[src/rtl/pll_seq_pkg.sv]
// Package: shared opcodes, sequencer states and mode-bit positions.
// Assumes: mode-bit positions are fixed by the PLL's control decode.
package pll_seq_pkg;

    typedef enum logic [1:0] {
        OP_NONE   = 2'd0,
        OP_ON     = 2'd1,
        OP_OFF    = 2'd2,
        OP_RETUNE = 2'd3
    } pll_op_e;

    typedef enum logic [2:0] {
        ST_BOOT,
        ST_IDLE,
        ST_CONFIG,
        ST_BYP_REL,
        ST_SETTLE,
        ST_LOCK_WAIT
    } seq_state_e;

    localparam int          MB_OUT_EN  = 0;
    localparam int          MB_BYP_REL = 1;
    localparam int          MB_RST_REL = 2;
    localparam logic [2:0]  MODE_FULL  = 3'b111;
    localparam logic [2:0]  MODE_OFF   = 3'b000;

endpackage

[src/rtl/pll_seq_timer.sv]
// Module: down-counting delay timer.
// Loads a value and counts to zero; expired is high while the count is zero.
// Assumes: load has priority over counting.
module pll_seq_timer #(
    parameter int W = 8
) (
    input  logic         clk,
    input  logic         rst_n,
    input  logic         load,
    input  logic [W-1:0] load_val,
    output logic         expired
);
    logic [W-1:0] cnt_q;

    // Load or decrement the count, holding at zero.
    always_ff @(posedge clk) begin
        if (!rst_n) begin
            cnt_q <= '0;
        end else if (load) begin
            cnt_q <= load_val;
        end else if (cnt_q != '0) begin
            cnt_q <= cnt_q - 1'b1;
        end
    end

    // Expiry flag straight from the count.
    always_comb begin
        expired = (cnt_q == '0);
    end
endmodule

[src/rtl/pll_seq_ratecalc.sv]
// Module: multiplier and VCO-band calculation for a requested rate.
// Assumes: REF_RATE is a nonzero constant and L_W <= RATE_W.
module pll_seq_ratecalc #(
    parameter int RATE_W      = 16,
    parameter int L_W         = 8,
    parameter int REF_RATE    = 25,
    parameter int LOW_VCO_MAX = 1000
) (
    input  logic [RATE_W-1:0] rate,
    output logic [L_W-1:0]    l_val,
    output logic              vco_hi
);
    logic [RATE_W-1:0] quot;

    // Integer multiplier by constant division; band by threshold compare.
    always_comb begin
        quot   = rate / RATE_W'(REF_RATE);
        l_val  = quot[L_W-1:0];
        vco_hi = (rate > RATE_W'(LOW_VCO_MAX));
    end
endmodule

[src/rtl/pll_mode_sequencer.sv]
// Module: PLL mode-line sequencer (top).
// Drives bypass release, settle, reset release, lock wait and output enable
// in order; forces full power-down and relock around multiplier changes.
// Assumes: commands are single-cycle pulses; commands while busy are dropped.
module pll_mode_sequencer
    import pll_seq_pkg::*;
#(
    parameter int          CYC_PER_US    = 2,
    parameter int          SETTLE_US     = 10,
    parameter int          LOCK_US       = 60,
    parameter int          LOCK_WDOG_CYC = 400,
    parameter bit          HAS_LOCK      = 1'b1,
    parameter int          RATE_W        = 16,
    parameter int          L_W           = 8,
    parameter int          REF_RATE      = 25,
    parameter int          LOW_VCO_MAX   = 1000,
    parameter int          MN_W          = 8,
    parameter int          CFG_W         = 16,
    parameter logic [15:0] CFG_VAL       = 16'h0A5C,
    parameter logic [15:0] DROOP_VAL     = 16'h0108
) (
    input  logic              clk,
    input  logic              rst_n,
    input  logic [2:0]        boot_mode,
    input  logic              cmd_valid,
    input  logic [1:0]        cmd_op,
    input  logic [RATE_W-1:0] cmd_rate,
    input  logic              lock_in,
    output logic [2:0]        mode_out,
    output logic              pll_on,
    output logic              busy,
    output logic              lock_err,
    output logic [L_W-1:0]    l_out,
    output logic              vco_hi,
    output logic [MN_W-1:0]   m_out,
    output logic [MN_W-1:0]   n_out,
    output logic [CFG_W-1:0]  cfg_out,
    output logic [CFG_W-1:0]  droop_out,
    output logic              cfg_done
);
    localparam int SETTLE_CYC = SETTLE_US * CYC_PER_US;
    localparam int LOCK_CYC   = LOCK_US * CYC_PER_US;
    localparam int WAIT_CYC   = HAS_LOCK ? LOCK_WDOG_CYC : LOCK_CYC;
    localparam int TMR_MAX    = (SETTLE_CYC > WAIT_CYC) ? SETTLE_CYC : WAIT_CYC;
    localparam int TMR_W      = $clog2(TMR_MAX + 1);

    seq_state_e        state_q;
    logic [2:0]        mode_q;
    logic              seq_after_cfg_q;
    logic              tmr_load;
    logic [TMR_W-1:0]  tmr_val;
    logic              tmr_exp;
    logic [L_W-1:0]    calc_l;
    logic              calc_vco;
    pll_op_e           op;

    pll_seq_timer #(.W(TMR_W)) u_timer (
        .clk      (clk),
        .rst_n    (rst_n),
        .load     (tmr_load),
        .load_val (tmr_val),
        .expired  (tmr_exp)
    );

    pll_seq_ratecalc #(
        .RATE_W      (RATE_W),
        .L_W         (L_W),
        .REF_RATE    (REF_RATE),
        .LOW_VCO_MAX (LOW_VCO_MAX)
    ) u_rate (
        .rate   (cmd_rate),
        .l_val  (calc_l),
        .vco_hi (calc_vco)
    );

    // Decode the opcode and pick the timer load for the current phase.
    always_comb begin
        op       = pll_op_e'(cmd_op);
        tmr_load = (state_q == ST_BYP_REL) || (state_q == ST_SETTLE && tmr_exp);
        tmr_val  = (state_q == ST_BYP_REL) ? TMR_W'(SETTLE_CYC - 1)
                                           : TMR_W'(WAIT_CYC - 1);
    end

    // Sequencer: command acceptance, one-time programming and mode ordering.
    always_ff @(posedge clk) begin
        if (!rst_n) begin
            state_q         <= ST_BOOT;
            mode_q          <= boot_mode;
            seq_after_cfg_q <= 1'b0;
            lock_err        <= 1'b0;
            l_out           <= '0;
            vco_hi          <= 1'b0;
            m_out           <= '1;
            n_out           <= '0;
            cfg_out         <= '0;
            droop_out       <= '0;
            cfg_done        <= 1'b0;
        end else begin
            case (state_q)
                ST_BOOT: begin
                    if (HAS_LOCK && mode_q == MODE_FULL && !lock_in) begin
                        mode_q          <= MODE_OFF;
                        seq_after_cfg_q <= 1'b0;
                        state_q         <= ST_CONFIG;
                    end else begin
                        state_q <= ST_IDLE;
                    end
                end
                ST_IDLE: begin
                    if (cmd_valid) begin
                        case (op)
                            OP_ON: begin
                                if (mode_q == MODE_OFF) begin
                                    lock_err        <= 1'b0;
                                    seq_after_cfg_q <= 1'b1;
                                    state_q <= cfg_done ? ST_BYP_REL : ST_CONFIG;
                                end
                            end
                            OP_OFF: begin
                                mode_q   <= MODE_OFF;
                                lock_err <= 1'b0;
                            end
                            OP_RETUNE: begin
                                l_out    <= calc_l;
                                vco_hi   <= calc_vco;
                                lock_err <= 1'b0;
                                if (mode_q == MODE_FULL) begin
                                    mode_q          <= MODE_OFF;
                                    seq_after_cfg_q <= 1'b1;
                                    state_q <= cfg_done ? ST_BYP_REL : ST_CONFIG;
                                end
                            end
                            default: ;
                        endcase
                    end
                end
                ST_CONFIG: begin
                    m_out     <= '0;
                    n_out     <= MN_W'(1);
                    cfg_out   <= CFG_W'(CFG_VAL);
                    droop_out <= CFG_W'(DROOP_VAL);
                    cfg_done  <= 1'b1;
                    state_q   <= seq_after_cfg_q ? ST_BYP_REL : ST_IDLE;
                end
                ST_BYP_REL: begin
                    mode_q[MB_BYP_REL] <= 1'b1;
                    state_q            <= ST_SETTLE;
                end
                ST_SETTLE: begin
                    if (tmr_exp) begin
                        mode_q[MB_RST_REL] <= 1'b1;
                        state_q            <= ST_LOCK_WAIT;
                    end
                end
                ST_LOCK_WAIT: begin
                    if (HAS_LOCK) begin
                        if (lock_in) begin
                            mode_q[MB_OUT_EN] <= 1'b1;
                            state_q           <= ST_IDLE;
                        end else if (tmr_exp) begin
                            mode_q   <= MODE_OFF;
                            lock_err <= 1'b1;
                            state_q  <= ST_IDLE;
                        end
                    end else if (tmr_exp) begin
                        mode_q[MB_OUT_EN] <= 1'b1;
                        state_q           <= ST_IDLE;
                    end
                end
                default: state_q <= ST_IDLE;
            endcase
        end
    end

    // Port views of the mode register and sequencer activity.
    always_comb begin
        mode_out = mode_q;
        pll_on   = (mode_q == MODE_FULL);
        busy     = !(state_q == ST_IDLE || state_q == ST_BOOT);
    end
endmodule

[config.mk]
export PLATFORM = sky130hd
export DESIGN_NAME = pll_mode_sequencer
export DESIGN_NICKNAME = d
export VERILOG_FILES = /design/src/rtl/pll_seq_pkg.sv /design/src/rtl/pll_seq_timer.sv /design/src/rtl/pll_seq_ratecalc.sv /design/src/rtl/pll_mode_sequencer.sv
export SDC_FILE = /design/constraint.sdc
export NUM_CORES = 1
export LEC_CHECK = 0
export BUFFER_PORTS_ARGS = -buffer_cell sky130_fd_sc_hd__buf_2
export CAP_MARGIN = 20
export CORE_AREA = 2 2 99 101
export CTS_CLUSTER_SIZE = 25
export DETAILED_ROUTE_END_ITERATION = 16
export DIE_AREA = 0 0 101 103
export PLACE_DENSITY = 0.78
export SETUP_SLACK_MARGIN = 0.15
export SKIP_CTS_REPAIR_TIMING = 1
export SYNTH_ARGS = -nofsm -noshare
export SYNTH_HDL_FRONTEND = slang
export SYNTH_SLANG_ARGS = --single-unit
[constraint.sdc]
create_clock -name clk -period 8.65 [get_ports clk]
set_clock_uncertainty 0.2 [all_clocks]
set_input_delay 0.865 -clock clk [delete_from_list [all_inputs] [get_ports clk]]
set_output_delay 0.865 -clock clk [all_outputs]
set_load 0.02 [all_outputs]
* Word level (Yosys, flattened, before mapping)
Index checks and enable logic that the tools add are counted.
** Storage, ports and cells
- Flip-flop bits (word level) :: 37
- Bits of input ports :: 25
** Operators by class
- Equal/unequal tests :: 30
- Reductions and logical operators :: 21
- Divide/modulo/power cells :: 1
- Add/sub/neg operators :: 1
- Mux-type cells :: 37
- Order comparisons :: 1
** Operators with widths (count)
- 2-to-1 mux 3 bit :: 11
- 2-to-1 mux 9 bit :: 3
- != test 3 bit, second input constant :: 8
- AND reduction 6 bit :: 4
- one-hot mux 3 bit (6 select lines) :: 1
- divider 16 x 5 -> 16 bit, second input constant :: 1
- greater-than comparator 16 x 10 -> 1 bit, second input constant :: 1
- one-hot mux 3 bit (2 select lines) :: 2
- 2-to-1 mux 1 bit :: 10
- != test 2 bit, second input constant :: 5
- != test 5 x 1 -> 1 bit, second input constant :: 2
- == test 3 bit, second input constant :: 3
- logical NOT 9 bit :: 1
- nonzero test 9 bit :: 1
- subtractor 9 x 1 -> 9 bit, second input constant :: 1
- != test 4 bit, second input constant :: 2
- one-hot mux 1 bit (2 select lines) :: 4
- one-hot mux 1 bit (4 select lines) :: 2
- AND reduction 8 bit :: 1
- AND reduction 7 bit :: 1
- == test 3 x 2 -> 1 bit, second input constant :: 2
- logical NOT 3 bit :: 2
- 2-to-1 mux 2 bit :: 3
- nonzero test 2 bit :: 3
- other kinds (13) :: 17

* Longest topological paths before layout
Gate-level depths: netlist (run 1).
- Word-level depth :: 6
- Mapped depth :: 32
- Depth with buffers taken out :: 27

* Hierarchy
A second synthesis (run 1) with hierarchy kept.
** Second synthesis, totals
- Cell total of the unflattened synthesis :: 596
- Area total of the unflattened synthesis :: 4257.8 sq um
** By module, submodules not included
- pll_seq_ratecalc :: area an instance 2339.7 sq um, instances 1, cells each 366
- pll_mode_sequencer :: area an instance 1406.3 sq um, instances 1, cells each 168
- pll_seq_timer :: area an instance 511.7 sq um, instances 1, cells each 62

* Worst setup path before layout (run 1)
Ideal clock, no wire load.
- Path kind :: input port to flip-flop
- Start :: input port cmd_rate[11]
- End :: register l_out[0]
- Setup slack :: 0.985 ns
- Cell stages on the path :: 28
- Setup time :: 0.137 ns
- Buffers on the path :: 1
- Arrival time :: 7.329 ns
- Path through :: or3_4 > a21oi_1 > nor3_4 > o211ai_4 > nor2_2 > o32ai_4 > o211ai_2 > and4_4 > or4_1 > buf_2 > a211oi_4 > nor2_1 > o32a_1 > a21boi_2 > a2111oi_0 > and3b_1 > a311o_1 > a32oi_2 > o31ai_1 > a21oi_2 > xnor2_1 > inv_1 > ha_1 > o41ai_1 > nor4b_1 > a311o_1 > o2111ai_1 > o221ai_1
** On the way
- Word-level cells in the longest chain between the ends :: 1
** RTL lines
- from (decl) :: line pll_mode_sequencer.sv:27 : input logic [RATE_W-1:0] cmd_rate,
- divider 16 x 5 -> 16 bit :: line pll_seq_ratecalc.sv:17 : quot = rate / RATE_W'(REF_RATE);
- to (signal assigned) :: line pll_mode_sequencer.sv:124 : l_out <= calc_l;
- to (decl) :: line pll_mode_sequencer.sv:33 : output logic [L_W-1:0] l_out,
No other way between the ends.
A chain may end at the register's enable or synchronous reset.

* Worst setup path in the final report (run 1)
- Start :: input port cmd_rate[13]
- End :: register l_out[0]
The elaborated chain is that of the path after synthesis.

==> impl_metrics.json, run 1 <==
{
  "fillCellCount": 874,
  "irDropWorstVdd_v": 0.000227,
  "cts.clk_slew.worst_paths_ns": 0.10,
  "finalSetupViolCount": 0,
  "diodes": 0,
  "netlist_area_sq_um": 4670,
  "die-area_sq_um": 10400,
  "clock_path_buffers": 2,
  "required_ns": 8.61,
  "wl_um": 12200,
  "row_count": 36,
  "clock_latency_ns": 0.27,
  "core_area_sq_um": 9460,
  "drive_gt1_frac": 0.219,
  "grt_max_degree": 32,
  "worst-r2r-setup-slack_ns": 5.88,
  "synthTopCellsByArea": "dfxtp_1 (11%), buf_4 (8.4%), nor2_1 (4.6%)",
  "synth_top_area_frac": 0.107,
  "postRouteAntennaNets": 0,
  "synth-seq-cells": 28,
  "drc": 0,
  "period_minus_slack_ns": 8.10,
  "initial_core_util": 0.493,
  "critPathMaxStageDelay_ns": 0.60,
  "syn_to_final_growth_pct": 6.25,
  "finalSetupTns_ns": 0,
  "grt_pass1_vias": 4217,
  "drt_iter0_markers": 307,
  "die_h_um": 103,
  "ys_dominant_reg_cell": "dfxtp_1",
  "viasPerCell": 6.37,
  "synth_cells": 634,
  "grt_pass1_wl_um": 19800,
  "maxCapViolCount": 0,
  "min-delay-start": "l_out[4]",
  "overflow": 0,
  "cp_slowest_cell": "or4_4",
  "worst_slack_ns": 0.546,
  "die_w_um": 101,
  "synth-edff-count": 3,
  "place.gp.congestion": 0.938,
  "cts.htree.levels": 1,
  "synth_top_cell_by_area": "dfxtp_1",
  "min_path_cells": 2,
  "final.period_utilization": 0.937,
  "firstDrtPassIters": 5,
  "reg2reg_from": "u_timer.cnt_q[3]",
  "antenna_found_initial": 0,
  "worstReg2RegEnd": "mode_out[0]",
  "hold_path.class": "reg -> reg",
  "holdPathEnd": "l_out[4]",
  "critPathLaunchType": "input port",
  "pre_cts_ws_ns": 0.0994,
  "io_pins": 89,
  "vias": 4922,
  "reg2reg_depth": 6,
  "status": "complete, no violations",
  "syn_avg_cell_area_sq_um": 7.36,
  "nets": 688,
  "synthArstFlopShare": 0,
  "hold_viol_final": 0,
  "whs_ns": 0.299,
  "worstPathMaxFanout": 21,
  "yosysWarnings": 0,
  "crit_path_end_kind": "flip-flop",
  "io_buffer_count": 57,
  "tightest_slew_ns": 0.605,
  "powerDensity_nw_per_um2": 330,
  "timing.critical_path.buf_inv": 2,
  "place_hpwl_um": 9050,
  "cts.sinks": 28,
  "multi_input_area_sq_um": 3720,
  "seq_area_frac_synth": 0.127,
  "wl_per_cell_um": 15.8,
  "synth_cell_types": 110,
  "cp_top_family": "compound AO/OA/AOI/OAI gates",
  "seq_area_sq_um": 591,
  "gr-usage-all-layers": 0.224,
  "path_class": "in -> reg",
  "cts_tree": "built",
  "cts_root_buf": "clkbuf_8",
  "arrival_ns": 8.06,
  "synthTopCellsByCount": "nor2_1 (57), buf_4 (52), nand2_1 (41)",
  "relSlewSlack": 0.593,
  "rsz0062_at_grt": "false",
  "synth.most_common_cell": "nor2_1",
  "fmax_ghz": 0.123,
  "leakagePower_nw": 1.97,
  "cts_made_buffers": 3,
  "slew_viol_final": 0
}
per-layer routing:
metal	global-route usage	vias up	routed length, um	part of all wire
met5	0	-	0	0
met3	0.0129	24	782	0.064
li1	-	2379	-	-
met4	0.0509	0	178	0.015
met2	0.383	226	5660	0.46
met1	0.310	2293	5560	0.46
cell families (layout without fill, tap and decap cells):
family / after synthesis / after routing / synth area share
XOR/XNOR: 21 / 21 / 0.0426
buffers and inverters: 97 / 91 / 0.124
flip-flops: 28 / 28 / 0.127
multiplexers: 14 / 14 / 0.0314
adder cells (fa/ha/maj): 6 / 6 / 0.0145
AND/OR/NAND/NOR: 240 / 240 / 0.279
AO/OA/AOI/OAI: 227 / 228 / 0.381
other: 1 / 31 / 0.000804
registers in the layout (all words and copies together), names as in the netlist:
name and count:
cfg_done 1, m_out 1, lock_err 1, mode_out 3, state_q 3, l_out 8
vco_hi 1, seq_after_cfg_q 1, u_timer.cnt_q 9
report_power, final:
part | internal [W] | switching [W] | total, W
clock | 0.0000319 | 0.0000392 | 0.0000710
combinational | 0.000569 | 0.000826 | 0.00140
sequential | 0.000153 | 0.0000180 | 0.000171
per-stage QoR:
stage | cells | util | total power (W) | cell area (sq um)
CTS | 769 | 0.510 | 0.00158 | 4820
finish | 773 | 0.524 | 0.00164 | 4960
global route | 773 | 0.524 | 0.00179 | 4960
global placement | 765 | 0.505 | 0.00148 | 4770
detailed placement | 765 | 0.505 | 0.00150 | 4770
floorplan | 664 | - | 0.00126 | 4780
cell type report:
cell class,instances,area share
Timing Repair Buffer,72,0.0818
Tap cell,114,0.0288
Sequential cell,28,0.119
Multi-Input combinational cell,540,0.750
Clock buffer,3,0.00833
Clock inverter,1,0.000757
Inverter,15,0.0114
worst reg2reg max path, delay by kind of cell, from the launching register on:
family	cells	cell delay (ns)
and+or+nand+nor	4	1.45
DFF	1	0.35
AOI/OAI and AO/OA	2	0.50
how the worst max path moves through the flow:
stage	to	from	depth (start not counted)
after floorplan	l_out[0]	cmd_rate[11]	28
after global placement	l_out[0]	cmd_rate[14]	28
after detailed placement	l_out[0]	cmd_rate[14]	28
after CTS	l_out[0]	cmd_rate[14]	28
after global routing	l_out[0]	cmd_rate[13]	28
final	l_out[0]	cmd_rate[13]	28
placed cells by master (no fill, tap or decap), types with 5 or more instances in the layout:
cell	n
a211o_1	7
a21boi_0	5
a21o_1	7
a21oi_1	32
a21oi_2	6
a31oi_1	8
and2_1	9
and3_1	5
buf_2	54
buf_4	15
conb_1	31
dfxtp_1	25
inv_1	15
mux2_2	5
mux2i_1	8
nand2_1	41
nand2b_1	13
nand3_1	16
nand3b_1	5
nand4_1	6
nor2_1	57
nor2b_1	11
nor3_1	20
nor4_1	7
o211a_1	6
o211ai_1	10
o21a_1	10
o21ai_0	34
o21ai_1	8
or2_2	8
or3_1	6
xnor2_1	16
No activity file was read; power rests on OpenSTA's default activity.
==> inputs of run 2 (changes only) <==
--- a/config.mk
+++ b/config.mk
@@ -5,13 +5,14 @@
 export SDC_FILE = /design/constraint.sdc
 export NUM_CORES = 1
 export LEC_CHECK = 0
+export ABC_AREA = 1
 export BUFFER_PORTS_ARGS = -buffer_cell sky130_fd_sc_hd__buf_2
 export CAP_MARGIN = 20
-export CORE_AREA = 2 2 99 101
+export CORE_AREA = 2 2 89 91
 export CTS_CLUSTER_SIZE = 25
 export DETAILED_ROUTE_END_ITERATION = 16
-export DIE_AREA = 0 0 101 103
-export PLACE_DENSITY = 0.78
+export DIE_AREA = 0 0 91 93
+export PLACE_DENSITY = 0.8
 export SETUP_SLACK_MARGIN = 0.15
 export SKIP_CTS_REPAIR_TIMING = 1
 export SYNTH_ARGS = -nofsm -noshare
==> run 2 against run 1 <==
  * Via count shrank 22%
  * Fmax increased by 27%
  * Core utilization up 0.15 points
  * Hold slack worse by 0.038 ns
  * Design area down 20%
  * Routed wire length shrank 31%
  * Die area decreased by 19%
  * Sequential share of layout area grew 3.0 points
  * Register-to-register slack better by 0.23 ns
  * Global-route usage is 3.1 points lower
  * Non-clock buffer count shrank 14
  * Synthesized area down 20%
==> impl_metrics.json, run 2 <==
{
  "cts_tree": "built",
  "maxCapViolCount": 0,
  "place.gp.congestion": 0.884,
  "fmax_ghz": 0.156,
  "cp_slowest_cell": "nand3_1",
  "seq_area_frac_synth": 0.159,
  "synthArstFlopShare": 0,
  "yosysWarnings": 0,
  "cts_made_buffers": 3,
  "drt_iter0_markers": 178,
  "arrival_ns": 6.38,
  "finalSetupTns_ns": 0,
  "hold_path.class": "reg -> reg",
  "die-area_sq_um": 8460,
  "hold_viol_final": 0,
  "cts.sinks": 28,
  "slew_viol_final": 0,
  "place_hpwl_um": 6830,
  "tightest_slew_ns": 0.660,
  "synth_top_cell_by_area": "dfxtp_1",
  "regMostFlops": "u_timer.cnt_q",
  "worstPathMaxFanout": 7,
  "die_w_um": 91,
  "grt_pass1_vias": 3316,
  "gr-usage-all-layers": 0.192,
  "synth_cells": 613,
  "worst-r2r-setup-slack_ns": 6.11,
  "largest_reg_flops": 9,
  "vias": 3827,
  "cts.clk_slew.worst_paths_ns": 0.10,
  "rsz0062_at_grt": "false",
  "synth_top_area_frac": 0.134,
  "overflow": 0,
  "reg.largest.list": "u_timer.cnt_q: 9 flops, l_out: 8 flops",
  "viasPerCell": 5.07,
  "nets": 682,
  "final.period_utilization": 0.740,
  "placed_area_sq_um": 3880,
  "cts.htree.levels": 1,
  "most-common-layout-cells": "nand2_1 (130), inv_1 (82), nor2_1 (60)",
  "path_common_cell": "nand2_4",
  "netlist_area_sq_um": 3720,
  "wl_per_cell_um": 11.1,
  "synthTopCellsByCount": "nand2_1 (130), inv_1 (82), nor2_1 (60)",
  "period_minus_slack_ns": 6.40,
  "row_count": 32,
  "postRouteAntennaNets": 0,
  "clock_latency_ns": 0.28,
  "cts_root_buf": "clkbuf_8",
  "die_h_um": 93,
  "drc": 0,
  "drive_gt1_frac": 0.247,
  "path_class": "in -> reg",
  "ys_dominant_reg_cell": "dfxtp_1",
  "wl_um": 8390,
  "synth-seq-cells": 28,
  "clock_path_buffers": 2,
  "synth-edff-count": 3,
  "synthTopCellsByArea": "dfxtp_1 (13%), nand2_1 (13%), buf_4 (9.5%)",
  "finalInstanceArea_sq_um": 3960,
  "antenna_found_initial": 0,
  "finalSetupViolCount": 0,
  "syn_avg_cell_area_sq_um": 6.07,
  "status": "complete, no violations",
  "synth.most_common_cell": "nand2_1",
  "io_buffer_count": 57,
  "diodes": 0,
  "critPathMaxStageDelay_ns": 0.17,
  "syn_to_final_growth_pct": 6.25,
  "required_ns": 8.63,
  "critPathLaunchType": "input port",
  "layout_commonest_cell": "nand2_1",
  "crit_path_end_kind": "flip-flop",
  "core_area_sq_um": 7530,
  "io_pins": 89,
  "synth_cell_types": 44,
  "initial_core_util": 0.495,
  "firstDrtPassIters": 4,
  "grt_pass1_wl_um": 14000,
  "relSlewSlack": 0.560,
  "grt_max_degree": 22
}
## run 2: cell families after synthesis
logic type                 synth area share
DFF                                   0.159
AOI/OAI and AO/OA                     0.113
other                               0.00101
xor gates and xnor gates             0.0141
buffers and inverters                 0.208
and+or+nand+nor                       0.495
adders and majority gates            0.0101
## run 2: area by class of cell
type                            count  area (sq um)
Timing Repair Buffer               58           293
Multi-Input combinational cell    456          2470
Clock buffer                        3          41.3
Tap cell                          102           128
Inverter                          107           402
Sequential cell                    28           591
Clock inverter                      1          30.0
Fill cell                         801          3570
## run 2: per-stage QoR
stage | hold slack [ns] | cells | worst slack (ns) | util
floorplan | 0.223 | 643 | 2.89 | -
global placement | 0.233 | 751 | 2.27 | 0.516
detailed placement | 0.244 | 751 | 2.01 | 0.516
CTS | 0.260 | 755 | 2.28 | 0.526
global route | 0.283 | 755 | 1.61 | 0.526
finish | 0.261 | 755 | 2.25 | 0.526
## run 2: path summary, 6_finish.rpt
kind	startpoint	to	cells after the start
worst max-delay path	cmd_rate[12]	l_out[0]	56
worst min register to register	lock_err	lock_err	2
worst max register to register	u_timer.cnt_q[0]	mode_out[0]	16
worst min-delay path	lock_err	lock_err	2
## run 2: critical path: cells and delay by family
kind	cells	cell delay [ns]
and+or+nand+nor	49	4.84
buffers and inverters	5	0.45
adders and majority gates	1	0.15
AOI/OAI and AO/OA	1	0.06
## run 2: layer usage
layer	global-route usage	wire length [um]
met5	0	0
met4	0.0492	130
met3	0.0306	394
met2	0.361	4190
met1	0.227	3680
Power of run 2 is left out: the tool's default activity adds up to more than one toggle a clock period on the data nets, which glitch-free logic cannot reach.
==> inputs of run 3 (changes only) <==
--- a/config.mk
+++ b/config.mk
@@ -5,14 +5,14 @@
 export SDC_FILE = /design/constraint.sdc
 export NUM_CORES = 1
 export LEC_CHECK = 0
-export ABC_AREA = 1
+export ABC_AREA = 0
 export BUFFER_PORTS_ARGS = -buffer_cell sky130_fd_sc_hd__buf_2
 export CAP_MARGIN = 20
-export CORE_AREA = 2 2 89 91
+export CORE_AREA = 2 2 99 101
 export CTS_CLUSTER_SIZE = 25
 export DETAILED_ROUTE_END_ITERATION = 16
-export DIE_AREA = 0 0 91 93
-export PLACE_DENSITY = 0.8
+export DIE_AREA = 0 0 101 103
+export PLACE_DENSITY = 0.81
 export SETUP_SLACK_MARGIN = 0.15
 export SKIP_CTS_REPAIR_TIMING = 1
 export SYNTH_ARGS = -nofsm -noshare
==> constraint.sdc (replaced) <==
create_clock -name clk -period 5.3 [get_ports clk]
set_clock_uncertainty 0.2 [all_clocks]
set_input_delay 0.53 -clock clk [delete_from_list [all_inputs] [get_ports clk]]
set_output_delay 0.53 -clock clk [all_outputs]
set_load 0.02 [all_outputs]
==> run 3 against run 2 <==
  * The run now ends with setup timing left
  * Sequential share of layout area is 6.2 points lower
  * Core utilization rose by 19 points
  * Count of clock-buffer cells in the layout stayed put
  * Via count increased by 52%
  * Non-clock buffer count rose by 173
  * Final cell count up 23%
  * Sequential cell count did not move
==> impl_metrics.json, run 3 (synthesis results as in run 1) <==
{
  "status": "finished with violations",
  "violations": "setup timing",
  "firstDrtPassIters": 5,
  "finalSetupViolCount": 4,
  "drt_iter0_markers": 448,
  "vias": 5810,
  "place.gp.congestion": 0.932,
  "overflow": 0,
  "gr-usage-all-layers": 0.267,
  "leakagePower_nw": 2.93,
  "cts_root_buf": "clkbuf_8",
  "fillCellCount": 722,
  "path_common_cell": "buf_4",
  "syn_to_final_growth_pct": 44.3,
  "drive_gt1_frac": 0.431,
  "critPathLaunchType": "input port",
  "grt_pass1_vias": 5056,
  "cts_made_buffers": 3,
  "viasPerCell": 6.24,
  "arrival_ns": 7.05,
  "initial_core_util": 0.493,
  "regMostFlops": "u_timer.cnt_q",
  "final.period_utilization": 1.34,
  "maxCapViolCount": 0,
  "wl_um": 16100,
  "die_w_um": 101,
  "cts.clk_slew.worst_paths_ns": 0.10,
  "cts.htree.levels": 1,
  "path_class": "in -> reg",
  "nets": 846,
  "grt_pass1_wl_um": 23300,
  "reg.largest.list": "u_timer.cnt_q: 9 flops, l_out: 8 flops",
  "rsz0062_at_grt": "true",
  "worst_slack_ns": -1.79,
  "critPathMaxStageDelay_ns": 0.47,
  "most-common-layout-cells": "buf_4 (162), nor2_1 (54), buf_2 (51)",
  "wl_per_cell_um": 17.3,
  "irDropWorstVdd_v": 0.000435,
  "die_h_um": 103,
  "cts.sinks": 28,
  "hold_viol_final": 0,
  "postLayoutCoreUtil": 0.712,
  "diodes": 0,
  "powerDensity_nw_per_um2": 579,
  "largest_reg_flops": 9,
  "drc": 0,
  "p_total_w": 0.00390,
  "p_sw_frac": 0.481,
  "tightest_slew_ns": 0.645,
  "power.internal_w": 0.00202,
  "period_minus_slack_ns": 7.09,
  "antenna_found_initial": 0,
  "core_area_sq_um": 9460,
  "p_seq_frac": 0.072,
  "required_ns": 5.26,
  "io_pins": 89,
  "hold_path.class": "reg -> reg",
  "cts_tree": "built",
  "slew_viol_final": 0,
  "layout_commonest_cell": "buf_4",
  "worstPathMaxFanout": 8,
  "cp_slowest_cell": "or4_4",
  "p_switching_w": 0.00187,
  "place_hpwl_um": 11400,
  "clock_latency_ns": 0.28,
  "grt_max_degree": 32,
  "power_frac_comb": 0.883,
  "clkPwrFrac": 0.045,
  "relSlewSlack": 0.570,
  "row_count": 36,
  "crit_path_end_kind": "flip-flop",
  "clock_path_buffers": 2,
  "fmax_ghz": 0.141,
  "io_buffer_count": 57,
  "postRouteAntennaNets": 0,
  "die-area_sq_um": 10400
}
==> run 3: path summary, 6_finish.rpt <==
check	from	endpoint	slack, ns	depth (start not counted)
hold / removal	l_out[4]	l_out[4]	0.30	2
setup / recovery	cmd_rate[11]	l_out[0]	-1.79	35
hold reg to reg	l_out[4]	l_out[4]	0.30	2
setup reg to reg	u_timer.cnt_q[3]	mode_out[0]	2.48	6
==> run 3: per-stage QoR <==
| stage | cells | hold WS [ns] | area (sq um) | worst slack, ns | setup TNS, ns |
|---|---|---|---|---|---|
| after floorplan | 664 | 0.265 | 4960 | -1.77 | -4.39 |
| after detailed placement | 900 | 0.267 | 5940 | -2.14 | -6.18 |
| after global placement | 900 | 0.251 | 5940 | -1.97 | -5.63 |
| after global routing | 931 | 0.347 | 6730 | -2.04 | -5.46 |
| after CTS | 904 | 0.282 | 6010 | -1.88 | -5.11 |
| final | 931 | 0.301 | 6730 | -1.79 | -4.64 |
==> run 3: layer usage <==
layer,GRT usage,vias to the layer above,wire (um)
met2,0.476,259,8180
met4,0.0769,0,389
li1,-,2693,-
met3,0.0231,43,864
met5,0,-,0
met1,0.345,2815,6700
==> run 3: power groups by stage <==
stage / combinational, W / clock (W) / sequential (W)
finish: 0.00344 / 0.000175 / 0.000281
global route: 0.00368 / 0.000186 / 0.000285
CTS: 0.00301 / 0.000177 / 0.000280
detailed placement: 0.00298 / 0 / 0.000284
global placement: 0.00288 / 0 / 0.000281
floorplan: 0.00189 / 0 / 0.000285
==> run 3: area by class of cell <==
type,count,area (sq um),share of cell area
sequential,28,591,0.0877
inverter,15,56.3,0.00836
timing repair buffer,231,1740,0.259
clock inverter,1,30.0,0.00446
multi-input combinational,539,4130,0.614
clock buffer,3,41.3,0.00613
tap,114,143,0.0212
==> run 3: worst max-delay path, delay by kind of cell <==
kind                       cells  cell delay, ns
buffers and inverters          9            1.28
AOI/OAI and AO/OA             16            3.34
and+or+nand+nor                8            1.55
adders and majority gates      1            0.17
xor gates and xnor gates       1            0.18
